===== config.mk =====
export PLATFORM = sky130hd
export DESIGN_NAME = panel_cmd_writer
export DESIGN_NICKNAME = d
export VERILOG_FILES = /design/src/rtl/panel_wr_pkg.sv /design/src/rtl/panel_phase_timer.sv /design/src/rtl/panel_frame_engine.sv /design/src/rtl/panel_power_sequencer.sv /design/src/rtl/panel_cmd_writer.sv
export SDC_FILE = /design/constraint.sdc
export NUM_CORES = 1
export LEC_CHECK = 0
export ABC_AREA = 1
export BUFFER_PORTS_ARGS = -buffer_cell sky130_fd_sc_hd__buf_2
export CAP_MARGIN = 20
export CORE_UTILIZATION = 62
export CTS_CLUSTER_DIAMETER = 150
export DETAILED_ROUTE_END_ITERATION = 7
export PLACE_DENSITY = 0.84
export SLEW_MARGIN = 40
export SYNTH_ARGS = -nofsm -noshare
export SYNTH_HDL_FRONTEND = slang
export SYNTH_SLANG_ARGS = --single-unit

===== constraint.sdc =====
create_clock -name clk -period 3.14 [get_ports clk]
set_clock_uncertainty 0.1 [all_clocks]
set_input_delay 0.785 -clock clk [delete_from_list [all_inputs] [get_ports clk]]
set_output_delay 0.785 -clock clk [all_outputs]
set_load 0.005 [all_outputs]

===== src/rtl/panel_wr_pkg.sv =====
package panel_wr_pkg;

    localparam int WORD_W    = 16;
    localparam int IDX_W     = 3;
    localparam int ON_FIRST  = 0;
    localparam int ON_LAST   = 4;
    localparam int OFF_INDEX = 5;

    typedef enum logic [2:0] {
        F_IDLE,
        F_LEAD,
        F_SELECT,
        F_CLK_LO,
        F_CLK_HI
    } frame_state_e;

    typedef enum logic [1:0] {
        Q_IDLE,
        Q_ISSUE,
        Q_WAIT,
        Q_GAP
    } seq_state_e;

    // Built-in command words: entries 0..4 form the power-up list,
    // entry 5 is the power-down write.
    function automatic logic [WORD_W-1:0] list_word(input logic [IDX_W-1:0] idx);
        logic [WORD_W-1:0] w;
        unique case (idx)
            3'd0:    w = 16'h051E;
            3'd1:    w = 16'h055E;
            3'd2:    w = 16'h078D;
            3'd3:    w = 16'h1301;
            3'd4:    w = 16'h055F;
            3'd5:    w = 16'h055E;
            default: w = 16'h0000;
        endcase
        return w;
    endfunction

endpackage


===== src/rtl/panel_phase_timer.sv =====
module panel_phase_timer #(
    parameter int HALF_CYC = 4
) (
    input  logic clk,
    input  logic rst_n,
    input  logic run,
    output logic tick
);
    localparam int CNT_W = (HALF_CYC > 1) ? $clog2(HALF_CYC) : 1;
    localparam logic [CNT_W-1:0] TOP = CNT_W'(HALF_CYC - 1);

    logic [CNT_W-1:0] cnt;

    always_ff @(posedge clk or negedge rst_n) begin
        if (!rst_n) begin
            cnt <= '0;
        end else if (!run || cnt == TOP) begin
            cnt <= '0;
        end else begin
            cnt <= cnt + 1'b1;
        end
    end

    assign tick = run && (cnt == TOP);
endmodule


===== src/rtl/panel_frame_engine.sv =====
module panel_frame_engine
    import panel_wr_pkg::*;
#(
    parameter int HALF_CYC = 4
) (
    input  logic              clk,
    input  logic              rst_n,
    input  logic              start,
    input  logic [WORD_W-1:0] word,
    output logic              busy,
    output logic              done,
    output logic              sen_n,
    output logic              sclk,
    output logic              sdata
);
    localparam int BIT_W = $clog2(WORD_W);
    localparam logic [BIT_W-1:0] LAST_BIT = BIT_W'(WORD_W - 1);

    frame_state_e      state, state_nx;
    logic [WORD_W-1:0] shreg;
    logic [BIT_W-1:0]  bit_cnt;
    logic              tick;

    panel_phase_timer #(.HALF_CYC(HALF_CYC)) u_timer (
        .clk   (clk),
        .rst_n (rst_n),
        .run   (state != F_IDLE),
        .tick  (tick)
    );

    // State register
    always_ff @(posedge clk or negedge rst_n) begin
        if (!rst_n) state <= F_IDLE;
        else        state <= state_nx;
    end

    // Transitions
    always_comb begin
        state_nx = state;
        unique case (state)
            F_IDLE:   if (start) state_nx = F_LEAD;
            F_LEAD:   if (tick)  state_nx = F_SELECT;
            F_SELECT: if (tick)  state_nx = F_CLK_LO;
            F_CLK_LO: if (tick)  state_nx = F_CLK_HI;
            F_CLK_HI: if (tick)  state_nx = (bit_cnt == LAST_BIT) ? F_IDLE : F_CLK_LO;
            default:             state_nx = F_IDLE;
        endcase
    end

    // Shift data path
    always_ff @(posedge clk or negedge rst_n) begin
        if (!rst_n) begin
            shreg   <= '0;
            bit_cnt <= '0;
        end else if (state == F_IDLE && start) begin
            shreg   <= word;
            bit_cnt <= '0;
        end else if (state == F_CLK_HI && tick) begin
            shreg   <= {shreg[WORD_W-2:0], 1'b0};
            bit_cnt <= bit_cnt + 1'b1;
        end
    end

    // Outputs decoded from state
    always_comb begin
        sen_n = 1'b1;
        sclk  = 1'b1;
        sdata = 1'b0;
        unique case (state)
            F_IDLE, F_LEAD: ;
            F_SELECT: sen_n = 1'b0;
            F_CLK_LO: begin
                sen_n = 1'b0;
                sclk  = 1'b0;
                sdata = shreg[WORD_W-1];
            end
            F_CLK_HI: begin
                sen_n = 1'b0;
                sdata = shreg[WORD_W-1];
            end
            default: ;
        endcase
    end

    assign busy = (state != F_IDLE);
    assign done = (state == F_CLK_HI) && tick && (bit_cnt == LAST_BIT);
endmodule


===== src/rtl/panel_power_sequencer.sv =====
module panel_power_sequencer
    import panel_wr_pkg::*;
#(
    parameter int HALF_CYC = 4
) (
    input  logic              clk,
    input  logic              rst_n,
    input  logic              go_on,
    input  logic              go_off,
    input  logic              frame_done,
    output logic              issue,
    output logic [WORD_W-1:0] issue_word,
    output logic              active
);
    seq_state_e       state, state_nx;
    logic [IDX_W-1:0] idx, last_idx;
    logic             gap_tick;

    panel_phase_timer #(.HALF_CYC(HALF_CYC)) u_gap (
        .clk   (clk),
        .rst_n (rst_n),
        .run   (state == Q_GAP),
        .tick  (gap_tick)
    );

    always_ff @(posedge clk or negedge rst_n) begin
        if (!rst_n) state <= Q_IDLE;
        else        state <= state_nx;
    end

    always_comb begin
        state_nx = state;
        unique case (state)
            Q_IDLE:  if (go_on || go_off) state_nx = Q_ISSUE;
            Q_ISSUE: state_nx = Q_WAIT;
            Q_WAIT:  if (frame_done) state_nx = (idx == last_idx) ? Q_IDLE : Q_GAP;
            Q_GAP:   if (gap_tick) state_nx = Q_ISSUE;
            default: state_nx = Q_IDLE;
        endcase
    end

    always_ff @(posedge clk or negedge rst_n) begin
        if (!rst_n) begin
            idx      <= '0;
            last_idx <= '0;
        end else if (state == Q_IDLE && go_on) begin
            idx      <= IDX_W'(ON_FIRST);
            last_idx <= IDX_W'(ON_LAST);
        end else if (state == Q_IDLE && go_off) begin
            idx      <= IDX_W'(OFF_INDEX);
            last_idx <= IDX_W'(OFF_INDEX);
        end else if (state == Q_GAP && gap_tick) begin
            idx <= idx + 1'b1;
        end
    end

    assign issue      = (state == Q_ISSUE);
    assign issue_word = list_word(idx);
    assign active     = (state != Q_IDLE);
endmodule


===== src/rtl/panel_cmd_writer.sv =====
module panel_cmd_writer
    import panel_wr_pkg::*;
#(
    parameter int HALF_CYC = 4
) (
    input  logic       clk,
    input  logic       rst_n,
    input  logic       req,
    input  logic [7:0] addr,
    input  logic [7:0] val,
    input  logic       seq_on,
    input  logic       seq_off,
    output logic       busy,
    output logic       sen_n,
    output logic       sclk,
    output logic       sdata
);
    logic              eng_busy, eng_done, seq_active, seq_issue;
    logic [WORD_W-1:0] seq_word, eng_word;
    logic              idle, go_on, go_off, go_direct, eng_start;

    // Arbitration: the on list first, then the off write, then a direct write
    assign idle      = !eng_busy && !seq_active;
    assign go_on     = idle && seq_on;
    assign go_off    = idle && !seq_on && seq_off;
    assign go_direct = idle && !seq_on && !seq_off && req;

    assign eng_start = go_direct || seq_issue;
    assign eng_word  = seq_issue ? seq_word : {addr, val};

    panel_power_sequencer #(.HALF_CYC(HALF_CYC)) u_seq (
        .clk        (clk),
        .rst_n      (rst_n),
        .go_on      (go_on),
        .go_off     (go_off),
        .frame_done (eng_done),
        .issue      (seq_issue),
        .issue_word (seq_word),
        .active     (seq_active)
    );

    panel_frame_engine #(.HALF_CYC(HALF_CYC)) u_eng (
        .clk   (clk),
        .rst_n (rst_n),
        .start (eng_start),
        .word  (eng_word),
        .busy  (eng_busy),
        .done  (eng_done),
        .sen_n (sen_n),
        .sclk  (sclk),
        .sdata (sdata)
    );

    assign busy = eng_busy || seq_active;
endmodule


### Yosys cells after proc, flatten, opt, wreduce, memory -nomap -nowiden

Cells that the tools add are included.
W data, S select, Z words.

| word-level totals | value |
|---|---|
| bits in registers | 35 |
| input bits | 21 |

| operators by class | value |
|---|---|
| add/sub/neg operators | 4 |
| equal/unequal tests | 24 |
| muxes and demuxes | 28 |
| reduce and logical (&&, ||, !) cells | 37 |

Operators with widths:

| operator | number |
|---|---|
| $pmux W13 S5 | 1 |
| $mux W16 | 3 |
| $mux W3 | 10 |
| $pmux W3 S5 | 1 |
| $logic_and A1 B1 Y1 | 14 |
| $mux W2 | 7 |
| $ne A2 B1 Y1 const B | 7 |
| $eq A3 B2 Y1 const B | 4 |
| $eq A3 B3 Y1 const B | 3 |
| $eq A2 B2 Y1 const B | 4 |
| $mux W4 | 2 |
| $pmux W2 S4 | 1 |
| $eq A3 B1 Y1 const B | 2 |
| $logic_not A3 Y1 | 2 |
| $reduce_bool A2 Y1 | 3 |
| $reduce_bool A3 Y1 | 2 |
| $logic_not A1 Y1 | 5 |
| $logic_or A1 B1 Y1 | 5 |
| $reduce_and A5 Y1 | 1 |
| $add A2 B1 Y2 const B | 2 |
| $add A4 B1 Y4 const B | 1 |
| $eq A4 B4 Y1 const B | 1 |
| $reduce_or A2 Y1 | 2 |
| $add A3 B1 Y3 const B | 1 |
| 7 further kinds | 9 |

### Depth between registers and ports, before layout

| depth | value |
|---|---|
| word-level depth | 9 |
| mapped depth | 9 |
| mapped depth without buffers | 9 |

### Modules after synthesis

From an unflattened synthesis, not the netlist that was laid out.

| unflattened totals | value |
|---|---|
| cells, all modules | 351 |
| area total of the unflattened synthesis | 2402.3 µm² |

Modules (own cells, without submodules):

| module | instances | cells an instance | area an instance (µm²) | sequential area each (µm²) |
|---|---|---|---|---|
| panel_frame_engine | 1 | 179 | 1327.5 | 575.6 |
| panel_power_sequencer | 1 | 91 | 620.6 | 175.2 |
| panel_cmd_writer | 1 | 61 | 276.5 | 0.0 |
| panel_phase_timer | 2 | 10 | 88.8 | 50.0 |

### Worst setup path before layout

OpenSTA, ideal clock, no wires.

| timing | value |
|---|---|
| path kind | reg2out |
| from | register u_eng.state[2] |
| to | output sdata |
| data arrival time | 1014 ps |
| data required time | 2255 ps |
| path slack | 1241 ps |
| cell stages (with the launch flop) | 6 |
| buffers on the path | 0 |
| path through | dfrtp_1 inv_1 nand2_1 nor2_1 inv_1 a21boi_0 |

| on the way | value |
|---|---|
| longest elaborated chain between the ends | 3 |
| elaborated cells between the ends (all ways) | 4 |
| those cells by class | 2 x eq/ne; 1 x mux; 1 x reduce/logical |

Ends and longest elaborated chain:

| element | RTL line | source |
|---|---|---|
| start, declared | panel_frame_engine.sv:19 | `frame_state_e state, state_nx;` |
| start signal, assigned | panel_frame_engine.sv:34 | `else state <= state_nx;` |
| $eq A3 B2 Y1 / $eq A3 B3 Y1 (equally long branches) | panel_frame_engine.sv:69 | `unique case (state)` |
| $reduce_or A2 Y1 (no line) * | -- |  |
| $mux W1 * | panel_frame_engine.sv:69 |  |
| end, declared | panel_cmd_writer.sv:16 | `output logic sdata` |

Every way passes the cells marked *; elsewhere a longest branch is shown, timed or not.

### Worst setup path after layout

Same ends and word-level chain as after synthesis.

==> key figures <==
Placement
  – HPWL Detailed: ~3000 um
  – Routability cong.: 0.834
  – Port buffer count: 24
  – Area after DPL: between 2000 and 2500 um2

Power and ir drop
  – Pwr/cell area: 803 nW/um2
  – Peak supply drop: approximately 0.52 mV
  – Total power draw: roughly 1.8 mW
  – LEAKAGE: 1.28 nW

Critical path
  – Most common cell on crit path: inv_1
  – Critical path buffers and inverters: 3
  – CP startpoint kind: flop
  – CP max-delay cell: dfrtp_1
  – Cells along the critical path: inv_1 > nand2_1 > nor2_1 > inv_1 > a21boi_0 > buf_2
  – Worst-path maximum fanout: 6
  – Top cell family by delay on the critical path: flip-flops
  – CP Capture Type: output port
  – CP max stage delay: 0.42 ns
  – Setup Crit Path Kind: reg -> out
  – Critical path arrival: 1.59 ns
  – Worst EP required: 2.25 ns

Layout
  – Most common cell after layout, fill and taps aside: nand2_1
  – Commonest cells after routing, fill and taps aside: nand2_1, nand3_1, dfrtp_1
  – Util after Layout: 73.0%
  – Ant. Diodes: 0
  – Area growth, synth to finish: 8.63%
  – Layout cells sized above 1: 13.5%
  – Final Cell Area: around 2300 um2
  – NumNets Final: 344

CTS
  – TritonCTS clock tree: built
  – H-tree depth: 2
  – Postcts setup bufs: 0
  – CTS buffer count: 5
  – Root buf cell: clkbuf_4
  – Clock Pin Slew Worst Setup and Hold Paths: 0.10 ns
  – Clock sinks: 34
  – Clock Latency Late Sink: 0.34 ns
  – Hold-fix buffers, CTS: 0
  – # resized after CTS: 0
  – CTS max path bufs: 2

Synthesis
  – Post-Syn Area: 2100 um2
  – Leading area contributor after synthesis: dfrtp_1
  – Avg Inst Size Synth: 7.32 um2
  – Yosys cell types: 28
  – Post-Syn Instances: 287
  – Seq cells post-synth: 34
  – Post-synth top area share: approximately two fifths
  – Largest cells by area after synthesis: dfrtp_1, nand2_1, nand3_1
  – Post-synthesis sequential area ratio: 40.5%
  – Syn Nets: 320
  – Yosys warning count: 0

Timing
  – Final min period: 2.47 ns
  – Setup violators final: 0
  – Fmax: 405 MHz
  – Slew @ Worst Pin: 0.519 ns
  – Hold Fails Final Rpt: 0
  – RSZ-0062 raised after global routing: no
  – Hold_ws: 0.272 ns
  – Final Max Slew Viols: 0
  – Slew Limit Headroom: 65.3%
  – Final period util: 78.7%
  – Final TNS setup: 0 ns

Worst hold path
  – Hold Crit Class: in -> async

Global routing
  – First-pass GRT wire length: 7060 um
  – Vias in the first global route: around 1600
  – GRT Total Usage: 26.7%
  – Largest net degree at the start of global routing: 35
  – Antenna violations before repair: 0
  – Grt ovf: 0

Detailed routing
  – Final ANT Viol Nets: 0
  – Via density: 5.22
  – Routed WL: 4200 um
  – Initial DRC count: 110
  – Vias: about 1900
  – DR WL/cell: 11.8 um
  – TritonRoute pass-1 iters: 4
  – DRC: 0

Floorplan
  – Core area: 3130 um2
  – Die height: between 60 and 70 um
  – Die area: 3630 um2
  – Std cell rows: 20
  – IO Count: 25
  – Die X: 60.2 um
  – Initial Utilization: 67.2%

Run
  – Max-Cap Viols: 0

Outcome
  – Status: finished, final reports clean
==> synth_stat cells <==
cell and count:
a2bb2oi_1 1, inv_1 29, nor2_4 1, buf_4 3, dfrtp_1 34, o22ai_1 1, inv_2 3, nor2_2 1
ha_1 12, nand4_4 1, nor2_1 19, a21oi_1 10, clkinv_1 1, buf_6 1, nand2_2 1, a21boi_0 3
nand4_1 7, o21bai_1 1, and3_1 1, nand3_1 37, or2_2 1, xor2_1 4, buf_2 5, o21a_1 1
o21ai_2 1, o21ai_0 6, nor3_1 1, nand2_1 101
==> final cells by class <==
class / count / area (um2)
multi-input combinational: 211 / 1070
sequential: 34 / 851
fill: 268 / 845
timing repair buffer: 26 / 138
inverter: 33 / 124
tap: 44 / 55.1
clock buffer: 5 / 37.5
clock inverter: 2 / 10.0
==> metal layers <==
layer / global-route usage, % / share of wire (%)
met1: 36.0 / 48
met2: 42.4 / 47
met3: 6.49 / 3.8
met4: 7.97 / 1.3
met5: 0 / 0
==> worst paths after layout <==
path                       slack, ns  depth (start not counted)            endpoint                from
max reg2reg                     0.86                          8      u_eng.shreg[0]      u_seq.state[0]
min reg2reg                     0.34                          1  u_seq.u_gap.cnt[0]  u_seq.u_gap.cnt[0]
max in group asynchronous       2.36                          1      u_eng.shreg[3]               rst_n
min                             0.27                          1      u_eng.state[2]               rst_n
max                             0.67                          6               sdata      u_eng.state[2]
min in group clk                0.34                          1  u_seq.u_gap.cnt[0]  u_seq.u_gap.cnt[0]
==> registers in the layout, summed over array words and instances (netlist names) <==
register           cells
u_eng.bit_cnt          4
u_eng.shreg           16
u_eng.state            3
u_eng.u_timer.cnt      2
u_seq.idx              3
u_seq.last_idx         2
u_seq.state            2
u_seq.u_gap.cnt        2
==> stage by stage <==
stage / instances / worst slack, ns
6_report: 355 / 0.670
5_1_grt: 355 / 0.492
4_1_cts: 355 / 0.668
3_5_place_dp: 348 / 0.663
3_3_place_gp: 348 / 0.760
2_1_floorplan: 287 / 1.24
==> logic make-up after synthesis <==
logic type | synth area share (%)
adder cells (fa/ha/maj) | 7.14
AND/OR/NAND/NOR | 35.3
buffers and inverters | 8.69
AO/OA/AOI/OAI | 6.73
flip-flops | 40.5
XOR/XNOR | 1.67
==> power breakdown <==
| group | switching (mW) | internal [mW] |
|---|---|---|
| combinational | 0.589 | 0.324 |
| sequential | 0.106 | 0.588 |
| clock | 0.146 | 0.0805 |
| total | 0.842 | 0.993 |
No activity file was read; power rests on OpenSTA's default activity.
